$ cat config.mk
export PLATFORM = sky130hd
export DESIGN_NAME = irq_dest_resolver
export DESIGN_NICKNAME = d
export VERILOG_FILES = /design/src/rtl/irq_dest_pkg.sv /design/src/rtl/idr_agent_match.sv /design/src/rtl/idr_select.sv /design/src/rtl/idr_action.sv /design/src/rtl/irq_dest_resolver.sv
export SDC_FILE = /design/constraint.sdc
export NUM_CORES = 1
export LEC_CHECK = 0
export CORE_AREA = 2 2 121 123
export DETAILED_ROUTE_END_ITERATION = 7
export DIE_AREA = 0 0 123 125
export PLACE_DENSITY = 0.75
export SLEW_MARGIN = 10
export SYNTH_ARGS = -nofsm -noshare
export SYNTH_HDL_FRONTEND = slang
export SYNTH_SLANG_ARGS = --single-unit
$ cat constraint.sdc
create_clock -name clk -period 8.7 [get_ports clk]
set_clock_uncertainty 0.2 [all_clocks]
set_input_delay 1.305 -clock clk [delete_from_list [all_inputs] [get_ports clk]]
set_output_delay 1.305 -clock clk [all_outputs]
set_load 0.02 [all_outputs]
$ cat src/rtl/irq_dest_pkg.sv
package irq_dest_pkg;

  typedef enum logic [2:0] {
    DM_FIXED  = 3'b000,
    DM_LOWEST = 3'b001,
    DM_SMI    = 3'b010,
    DM_RSVD3  = 3'b011,
    DM_NMI    = 3'b100,
    DM_INIT   = 3'b101,
    DM_START  = 3'b110,
    DM_RSVD7  = 3'b111
  } dmode_e;

  typedef struct packed {
    logic [7:0] vector;
    dmode_e     mode;
    logic       logical;
    logic       level;
    logic       trigger;
    logic [1:0] shorthand;
  } cmd_t;

  localparam logic [7:0] DEST_ALL      = 8'hFF;
  localparam logic [3:0] MODEL_FLAT    = 4'hF;
  localparam logic [3:0] MODEL_CLUSTER = 4'h0;

  localparam logic [1:0] SH_NONE   = 2'd0;
  localparam logic [1:0] SH_SELF   = 2'd1;
  localparam logic [1:0] SH_ALL    = 2'd2;
  localparam logic [1:0] SH_OTHERS = 2'd3;

  function automatic cmd_t unpack_cmd(input logic [31:0] lo);
    cmd_t c;
    c.vector    = lo[7:0];
    c.mode      = dmode_e'(lo[10:8]);
    c.logical   = lo[11];
    c.level     = lo[14];
    c.trigger   = lo[15];
    c.shorthand = lo[19:18];
    return c;
  endfunction

  function automatic logic logical_hit(input logic [7:0] dest,
                                       input logic [7:0] lid,
                                       input logic [3:0] model);
    logic hit;
    if (model == MODEL_FLAT)
      hit = |(dest & lid);
    else if (model == MODEL_CLUSTER)
      hit = (dest[7:4] == lid[7:4]) && (|(dest[3:0] & lid[3:0]));
    else
      hit = 1'b0;
    return hit;
  endfunction

  function automatic logic init_is_arbsync(input logic level, input logic trigger);
    return (!level) && trigger;
  endfunction

endpackage

$ cat src/rtl/idr_agent_match.sv
module idr_agent_match
  import irq_dest_pkg::*;
#(
  parameter int N   = 8,
  parameter int IDW = 8
) (
  input  logic [7:0]       dest,
  input  logic             logical,
  input  logic [N-1:0]     present,
  input  logic [N*IDW-1:0] phys_ids,
  input  logic [N*8-1:0]   log_ids,
  input  logic [N*4-1:0]   models,
  output logic [N-1:0]     dest_mask
);

  logic [N-1:0] phys_hit;
  logic [N-1:0] log_hit;
  logic [N-1:0] phys_first;

  for (genvar i = 0; i < N; i++) begin : g_agent
    assign phys_hit[i] = present[i] && (phys_ids[i*IDW +: IDW] == IDW'(dest));
    assign log_hit[i]  = present[i] &&
                         logical_hit(dest, log_ids[i*8 +: 8], models[i*4 +: 4]);
  end

  assign phys_first = phys_hit & (~phys_hit + N'(1));

  always_comb begin
    if (logical)
      dest_mask = log_hit;
    else if (dest == DEST_ALL)
      dest_mask = present;
    else
      dest_mask = phys_first;
  end

endmodule

$ cat src/rtl/idr_select.sv
module idr_select
  import irq_dest_pkg::*;
#(
  parameter int N   = 8,
  parameter int IDW = 8
) (
  input  logic [1:0]     shorthand,
  input  logic           lowest,
  input  logic [IDW-1:0] sender,
  input  logic [N-1:0]   present,
  input  logic [N-1:0]   dest_mask,
  output logic [N-1:0]   target
);

  logic [N-1:0] sender_oh;
  logic [N-1:0] chosen;

  for (genvar i = 0; i < N; i++) begin : g_snd
    assign sender_oh[i] = (sender == IDW'(i));
  end

  always_comb begin
    unique case (shorthand)
      SH_NONE:   chosen = dest_mask;
      SH_SELF:   chosen = sender_oh;
      SH_ALL:    chosen = {N{1'b1}};
      default:   chosen = ~sender_oh;
    endcase
    chosen = chosen & present;
    if (lowest)
      target = chosen & (~chosen + N'(1));
    else
      target = chosen;
  end

endmodule

$ cat src/rtl/idr_action.sv
module idr_action
  import irq_dest_pkg::*;
#(
  parameter int N = 8
) (
  input  dmode_e       mode,
  input  logic         level,
  input  logic         trigger,
  input  logic [N-1:0] target,
  output logic [N-1:0] fixed_m,
  output logic [N-1:0] smi_m,
  output logic [N-1:0] nmi_m,
  output logic [N-1:0] init_m,
  output logic [N-1:0] start_m,
  output logic [N-1:0] arb_m
);

  always_comb begin
    fixed_m = '0;
    smi_m   = '0;
    nmi_m   = '0;
    init_m  = '0;
    start_m = '0;
    arb_m   = '0;
    case (mode)
      DM_FIXED, DM_LOWEST: fixed_m = target;
      DM_SMI:              smi_m   = target;
      DM_NMI:              nmi_m   = target;
      DM_START:            start_m = target;
      DM_INIT: begin
        if (init_is_arbsync(level, trigger)) arb_m = target;
        else                                 init_m = target;
      end
      default: ;
    endcase
  end

endmodule

$ cat src/rtl/irq_dest_resolver.sv
module irq_dest_resolver
  import irq_dest_pkg::*;
#(
  parameter int N   = 8,
  parameter int IDW = 8
) (
  input  logic             clk,
  input  logic             rst_n,
  input  logic             cmd_hi_we,
  input  logic [31:0]      cmd_hi,
  input  logic             cmd_lo_we,
  input  logic [31:0]      cmd_lo,
  input  logic [IDW-1:0]   sender_id,
  input  logic [N-1:0]     agent_present,
  input  logic [N*IDW-1:0] agent_phys_id,
  input  logic [N*8-1:0]   agent_log_id,
  input  logic [N*4-1:0]   agent_model,
  output logic             res_valid,
  output logic [7:0]       res_vector,
  output logic [2:0]       res_mode,
  output logic             res_trigger,
  output logic [N-1:0]     target_mask,
  output logic [N-1:0]     fixed_mask,
  output logic [N-1:0]     smi_mask,
  output logic [N-1:0]     nmi_mask,
  output logic [N-1:0]     init_mask,
  output logic [N-1:0]     startup_mask,
  output logic [N-1:0]     arbsync_mask
);

  logic [7:0]   dest_q;
  logic [7:0]   dest_eff;
  cmd_t         cmd;
  logic [N-1:0] dest_mask;
  logic [N-1:0] target_nxt;
  logic [N-1:0] fix_n, smi_n, nmi_n, init_n, start_n, arb_n;
  logic         unused_cmd_bits;

  assign unused_cmd_bits = ^{cmd_hi[23:0], cmd_lo[31:20], cmd_lo[17:16], cmd_lo[13:12]};

  assign dest_eff = cmd_hi_we ? cmd_hi[31:24] : dest_q;
  assign cmd      = unpack_cmd(cmd_lo);

  always_ff @(posedge clk) begin
    if (!rst_n)         dest_q <= '0;
    else if (cmd_hi_we) dest_q <= cmd_hi[31:24];
  end

  idr_agent_match #(.N(N), .IDW(IDW)) u_match (
    .dest      (dest_eff),
    .logical   (cmd.logical),
    .present   (agent_present),
    .phys_ids  (agent_phys_id),
    .log_ids   (agent_log_id),
    .models    (agent_model),
    .dest_mask (dest_mask)
  );

  idr_select #(.N(N), .IDW(IDW)) u_select (
    .shorthand (cmd.shorthand),
    .lowest    (cmd.mode == DM_LOWEST),
    .sender    (sender_id),
    .present   (agent_present),
    .dest_mask (dest_mask),
    .target    (target_nxt)
  );

  idr_action #(.N(N)) u_action (
    .mode    (cmd.mode),
    .level   (cmd.level),
    .trigger (cmd.trigger),
    .target  (target_nxt),
    .fixed_m (fix_n),
    .smi_m   (smi_n),
    .nmi_m   (nmi_n),
    .init_m  (init_n),
    .start_m (start_n),
    .arb_m   (arb_n)
  );

  always_ff @(posedge clk) begin
    if (!rst_n || !cmd_lo_we) begin
      res_valid    <= 1'b0;
      res_vector   <= '0;
      res_mode     <= '0;
      res_trigger  <= 1'b0;
      target_mask  <= '0;
      fixed_mask   <= '0;
      smi_mask     <= '0;
      nmi_mask     <= '0;
      init_mask    <= '0;
      startup_mask <= '0;
      arbsync_mask <= '0;
    end else begin
      res_valid    <= 1'b1;
      res_vector   <= cmd.vector;
      res_mode     <= cmd.mode;
      res_trigger  <= cmd.trigger;
      target_mask  <= target_nxt;
      fixed_mask   <= fix_n;
      smi_mask     <= smi_n;
      nmi_mask     <= nmi_n;
      init_mask    <= init_n;
      startup_mask <= start_n;
      arbsync_mask <= arb_n;
    end
  end

endmodule

==> key figures, run 1 <==
Placed design
  – DP Wirelength: 13,700 um
  – Final GP Congestion: 0.868
  – Inst Count DP: 927
  – Placed cell area: 7430 um2
  – Buffers on Ports: 272

Yosys
  – #FFs+latches synth: 77
  – Area contributors post-synth: dfxtp_1 34%, xnor2_1 13%, ha_1 8.8%
  – Yosys warns: 0
  – Area leader, netlist: dfxtp_1
  – Synth unique cells: 53
  – Mapped Nets: 761
  – Post-synth top area share: 0.339
  – Post-synthesis sequential area ratio: 0.339
  – Mapped Cells: 485
  – Number of enable flip-flop cells after synthesis: 0
  – Top_reg_cell synth: dfxtp_1
  – Share of flip-flops with an asynchronous set or reset: 0
  – Syn_area_per_cell: 9.36 um2
  – Post-Syn Area: 4540 um2

Setup path
  – Reg2reg end: fixed_mask[6]$_SDFF_PP0_
  – Worst Setup Path Type: in2reg
  – Data arrival time of the worst path: 5.60 ns
  – Crit Path Max Fanout: 16
  – Flop-to-flop setup slack: 4.73 ns
  – Path depth of the worst reg2reg path: 12
  – Reg-to-reg critical path startpoint: dest_q[4]$_SDFF_PN0_
  – CP Launch Type: input pin
  – CP required: 8.76 ns
  – Element type at the critical path end: flip-flop

STA
  – Relative slew slack: 0.475
  – Final hold violations: 0
  – Maximum operating frequency: 181 MHz
  – Tcrit/Tclk final: 0.637
  – Worst-Margin Slew: 0.786 ns
  – Post-layout min period: 5.54 ns
  – Hold WS: 0.493 ns
  – Setup total negative slack: 0 ns
  – Final setup fails: 0
  – RSZ-0062 raised after global routing: false
  – Pins over their slew limit: 0

Die
  – Row cnt: 44
  – Core area: 14,200 um2
  – Die area: 15,400 um2
  – Num ports: 313
  – Initial core utilization: 0.320
  – Die extent in x: 123 um
  – Die height: 125 um

Power and ir drop
  – Pleak: 2.84 nW
  – Sequential power share: 0.362
  – Clock power frac: 0.371
  – PwrDens: 130 nW/um2
  – Sw Ratio: 0.267
  – IR drop worst, VDD: 90.4 uV
  – Net switching power: 0.269 mW
  – Total power: 1.01 mW
  – Logic pwr share: 0.267
  – Internal cell power: 0.738 mW

Global route
  – Vias in the first global route: 5,012
  – First-pass GRT wire length: 25,400 um
  – Initial antenna violation count: 0
  – Largest net degree at the start of global routing: 21
  – Tot GR Track Use: 0.214
  – Grt total ovfl: 0

Drt
  – Routed len/inst: 17.5 um
  – WL final: 16,500 um
  – Vias: 4,769
  – # DRC: 0
  – Router iterations before antenna repair: 5
  – Vias/cell: 5.06
  – Iteration-0 DRC count of the detailed router: 212
  – Routed Antenna Nets: 0

CTS
  – H-tree lvl count: 3
  – CTS sink count: 77
  – CTS buffer count: 9
  – CTS tree: yes
  – Setup repair bufs after CTS: 0
  – # hold bufs at CTS: 0
  – Longest Clk Path Bufs: 2
  – CTS clk-pin slew, worst paths: 0.06 ns
  – Post-cts sizing count: 0
  – Worst skew pair latency: 0.33 ns
  – Clk root buf: clkbuf_16

Worst hold path
  – Hold EP: dest_q[6]$_SDFF_PN0_
  – Hold WC Path Type: reg2reg
  – Hold path startpoint: dest_q[6]$_SDFF_PN0_
  – Hold Path Depth: 2

Finish
  – # nets final: 1,030
  – Layout area overhead: 70.4%
  – Share of layout cells above drive strength 1: 0.0646
  – Filler cells: 1,257
  – Post-route cell area: 7740 um2
  – Ant. Diodes: 0
  – Layout Cells excl Fill: 943

Flow run
  – MaxCap Viol Count: 0

Status
  – Run status: finished, final reports clean
[cells by family (layout without fill, tap and decap cells)]
| kind of cell | Yosys count | count (layout) | share of synthesized area |
|---|---|---|---|
| compound gates | 64 | 64 | 0.0995 |
| mux | 13 | 13 | 0.0518 |
| xor+xnor | 71 | 71 | 0.137 |
| fa+ha+maj | 32 | 32 | 0.0882 |
| flops | 77 | 77 | 0.339 |
| buf+inv | 25 | 299 | 0.0240 |
| simple gates | 203 | 203 | 0.260 |
[synthesized netlist by cell type (2+ instances only)]
library cell	count
a21o_1	3
a21oi_1	17
a222oi_1	4
a22oi_1	17
and2_1	11
and3_1	13
and4_1	4
buf_1	2
buf_6	2
clkbuf_1	11
dfxtp_1	77
ha_1	32
inv_1	10
mux2_2	4
mux2i_4	8
nand2_1	14
nand2b_1	2
nand3_1	13
nand4_1	13
nand4b_1	3
nor2_1	50
nor2b_1	15
nor3_1	11
nor3_2	4
nor3b_1	3
nor4_1	28
nor4_2	4
o21ai_0	6
o21ai_1	3
o221ai_1	2
or2_2	2
or3_1	4
or4_1	4
xnor2_1	65
xor2_1	6
[per-stage QoR]
step / setup WS (ns) / utilization
2_1_floorplan: 4.15 / -
5_1_grt: 2.77 / 0.545
4_1_cts: 3.12 / 0.545
3_3_place_gp: 2.83 / 0.523
3_5_place_dp: 2.78 / 0.523
6_report: 3.16 / 0.545
[critical path, stage by stage]
cell and delay [ns]:
clkdlybuf4s50_1 0.45, buf_4 0.34, mux2i_4 0.61, inv_1 0.34
ha_1 0.28, or4_1 0.50, a222oi_1 0.32, a21oi_1 0.15
o221ai_1 0.23, nor2_1 0.08, a31oi_2 0.47, nand2_1 0.09
o21a_2 0.26, nor3_2 0.16
[cell type report]
cell class                      instances  area (um2)  area share
Clock buffer                            9         225      0.0291
Clock inverter                          7        81.3      0.0105
Inverter                               10        37.5     0.00485
Multi-Input combinational cell        383        2890       0.374
Sequential cell                        77        1540       0.199
Tap cell                              184         230      0.0298
Timing Repair Buffer                  273        2730       0.353
[power by group through the flow]
stage	combinational (mW)	sequential, mW	clock [mW]
3_3_place_gp	0.261	0.372	0
4_1_cts	0.270	0.364	0.380
6_report	0.269	0.364	0.374
2_1_floorplan	0.117	0.378	0
3_5_place_dp	0.269	0.372	0
5_1_grt	0.291	0.365	0.400
[worst max path at each step]
stage	start	endpoint	slack, ns	depth (start not counted)
5_1_grt	cmd_hi_we	fixed_mask[7]$_SDFF_PP0_	2.77	14
4_1_cts	cmd_hi_we	fixed_mask[6]$_SDFF_PP0_	3.12	14
3_5_place_dp	cmd_hi_we	fixed_mask[6]$_SDFF_PP0_	2.78	14
2_1_floorplan	cmd_hi_we	fixed_mask[6]$_SDFF_PP0_	4.15	13
3_3_place_gp	cmd_hi_we	fixed_mask[6]$_SDFF_PP0_	2.83	14
6_report	cmd_hi_we	fixed_mask[6]$_SDFF_PP0_	3.16	14
[state kept, by name (all words and copies together) (netlist names)]
signal        cells
arbsync_mask      8
dest_q            8
fixed_mask        8
init_mask         8
nmi_mask          8
res_vector        8
smi_mask          8
startup_mask      8
target_mask       8
res_mode          3
res_trigger       1
res_valid         1
[layout by cell type, fill, tap and decap left out, drive strengths merged, types with 13 or more instances in the layout]
master	instances
and3	13
nor2	50
a21oi	18
nor3	15
inv	13
clkdlybuf4s50	272
nor2b	15
nand2	14
a22oi	17
dfxtp	77
nand4	13
xnor2	65
ha	32
nand3	14
nor4	33
[metal layers]
layer,vias to the layer above,wire (um),GRT usage
li1,2305,-,-
met5,-,0,0
met4,0,505,0.0762
met2,248,8520,0.390
met1,2178,6430,0.246
met3,38,1090,0.0401
Note: power is estimated with default switching activity, not from simulation.
==> run 2: changes to the inputs <==
Settings changed: CORE_AREA 2 2 121 123 to default, CORE_MARGIN from default to 1, CORE_UTILIZATION from default to 32, DIE_AREA 0 0 123 125 to default, PLACE_DENSITY 0.75 to 0.77.
Clock period 8.7 ns to 5 ns, I/O delays scaled along.
==> run 2 against run 1 <==
Non-clock buffer count grew 5. Sequential power grew 74%. Clock power up 65%. Core utilization grew 1.4 points. Worst setup slack lost 2.5 ns. Design area rose by 0.23%. Register-to-register slack worse by 3.1 ns. Sequential share of layout area barely moved. Die area decreased by 4.6%. Cell count increased by 0.11%. Largest cell class unchanged.
==> key figures, run 2 (same netlist as run 1, synthesis figures left out) <==
CTS
  – CTS sink count: 77
  – CTS tree: yes
  – H-tree lvl count: 3
  – Longest Clk Path Bufs: 2
  – Post-cts sizing count: 0
  – Clk root buf: clkbuf_16
  – Worst skew pair latency: 0.33 ns
  – # hold bufs at CTS: 0
  – CTS buffer count: 9
  – CTS clk-pin slew, worst paths: 0.06 ns
  – Setup repair bufs after CTS: 0

Die
  – Die extent in x: 121 um
  – Die area: 14,700 um2
  – Die height: 121 um
  – Num ports: 313
  – Row cnt: 43
  – Core area: 13,900 um2
  – Initial core utilization: 0.327

STA
  – Worst-Margin Slew: 0.727 ns
  – Final hold violations: 0
  – Pins over their slew limit: 0
  – Tcrit/Tclk final: 0.869
  – Setup total negative slack: 0 ns
  – Maximum operating frequency: 230 MHz
  – Final setup fails: 0
  – Final worst slack: 0.653 ns
  – RSZ-0062 raised after global routing: false
  – Post-layout min period: 4.35 ns
  – Relative slew slack: 0.514

Finish
  – Ant. Diodes: 0
  – Layout Cells excl Fill: 944
  – Share of layout cells above drive strength 1: 0.0707
  – Commonest non-fill, non-tap cell in the layout: clkdlybuf4s50_1
  – Final Core Density: 0.559
  – Most frequent cells in the layout: 272 x clkdlybuf4s50_1, 77 x dfxtp_1, 65 x xnor2_1
  – Layout area overhead: 70.8%
  – # nets final: 1,035

Global route
  – First-pass GRT wire length: 24,400 um
  – Largest net degree at the start of global routing: 21
  – Vias in the first global route: 4,838
  – Initial antenna violation count: 0
  – Tot GR Track Use: 0.221
  – Grt total ovfl: 0

Drt
  – Vias: 4,812
  – WL final: 16,200 um
  – Routed Antenna Nets: 0
  – Router iterations before antenna repair: 7
  – Vias/cell: 5.10
  – Iteration-0 DRC count of the detailed router: 184
  – # DRC: 0
  – Routed len/inst: 17.2 um

Power and ir drop
  – Pleak: 2.85 nW
  – IR drop worst, VDD: 151 uV
  – PwrDens: 222 nW/um2

Placed design
  – Final GP Congestion: 0.830
  – DP Wirelength: 13,800 um
  – Buffers on Ports: 272
  – Pre-CTS setup slack: 0.275 ns
  – Inst Count DP: 928

Status
  – Run status: finished, final reports clean

Flow run
  – MaxCap Viol Count: 0

Setup path
  – CP Launch Type: input pin
  – Crit Path Max Fanout: 16
  – Worst Setup Path Type: in2reg
  – Element type at the critical path end: flip-flop
  – Data arrival time of the worst path: 4.41 ns
  – CP required: 5.06 ns

Worst hold path
  – Hold WC Path Type: reg2reg
## run 2: cell types whose count changed in the layout (fill, tap and decap cells not counted)
cell        previous run  this run
clkinv_8               0         1
inv_8                  1         0
buf_4                  1         6
bufinv_16              1         0
inv_6                  2         3
clkinvlp_4             0         2
clkinv_2               1         0
clkinv_4               2         1
## run 2: final timing paths
| path | startpoint | endpoint | slack (ns) | depth (start not counted) |
|---|---|---|---|---|
| min reg2reg | dest_q[6]$_SDFF_PN0_ | dest_q[6]$_SDFF_PN0_ | 0.58 | 3 |
| max reg2reg | dest_q[5]$_SDFF_PN0_ | fixed_mask[6]$_SDFF_PP0_ | 1.67 | 11 |
| max | cmd_hi_we | fixed_mask[6]$_SDFF_PP0_ | 0.65 | 13 |
| min | dest_q[6]$_SDFF_PN0_ | dest_q[6]$_SDFF_PN0_ | 0.58 | 3 |
## run 2: final cells by class
| class | instances | area, um2 |
|---|---|---|
| Clock buffer | 9 | 225 |
| Clock inverter | 7 | 66.3 |
| Fill cell | 1206 | 6130 |
| Inverter | 10 | 37.5 |
| Multi-Input combinational cell | 383 | 2890 |
| Sequential cell | 77 | 1540 |
| Tap cell | 180 | 225 |
| Timing Repair Buffer | 278 | 2770 |
## run 2: critical path, stage by stage
cell	delay, ns
clkdlybuf4s50_1	0.45
buf_4	0.33
mux2i_4	0.30
inv_1	0.21
ha_1	0.24
or4_1	0.52
a222oi_1	0.34
a21oi_1	0.15
o211ai_1	0.20
a21oi_1	0.16
nand4b_2	0.30
o21a_2	0.29
nor3_2	0.16
## run 2: where the power goes
part / total, mW / switching (mW) / internal [mW]
clock: 0.618 / 0.272 / 0.346
sequential: 0.633 / 0.00684 / 0.627
combinational: 0.472 / 0.204 / 0.268
## run 2: metrics by stage
stage                     hold WS [ns]  instance area, um2  total power [mW]
after detailed placement         0.571                7460              1.12
after global routing             0.623                7750              1.80
after global placement           0.558                7460              1.11
after CTS                        0.586                7750              1.74
final                            0.578                7750              1.72
after floorplan                  0.418                4540             0.862
## run 2: per-layer routing
layer | global-route usage | share of wire | vias up
li1 | - | - | 2325
met1 | 0.247 | 0.39 | 2242
met2 | 0.408 | 0.52 | 217
met3 | 0.0423 | 0.060 | 28
met4 | 0.0903 | 0.029 | 0
met5 | 0 | 0 | -
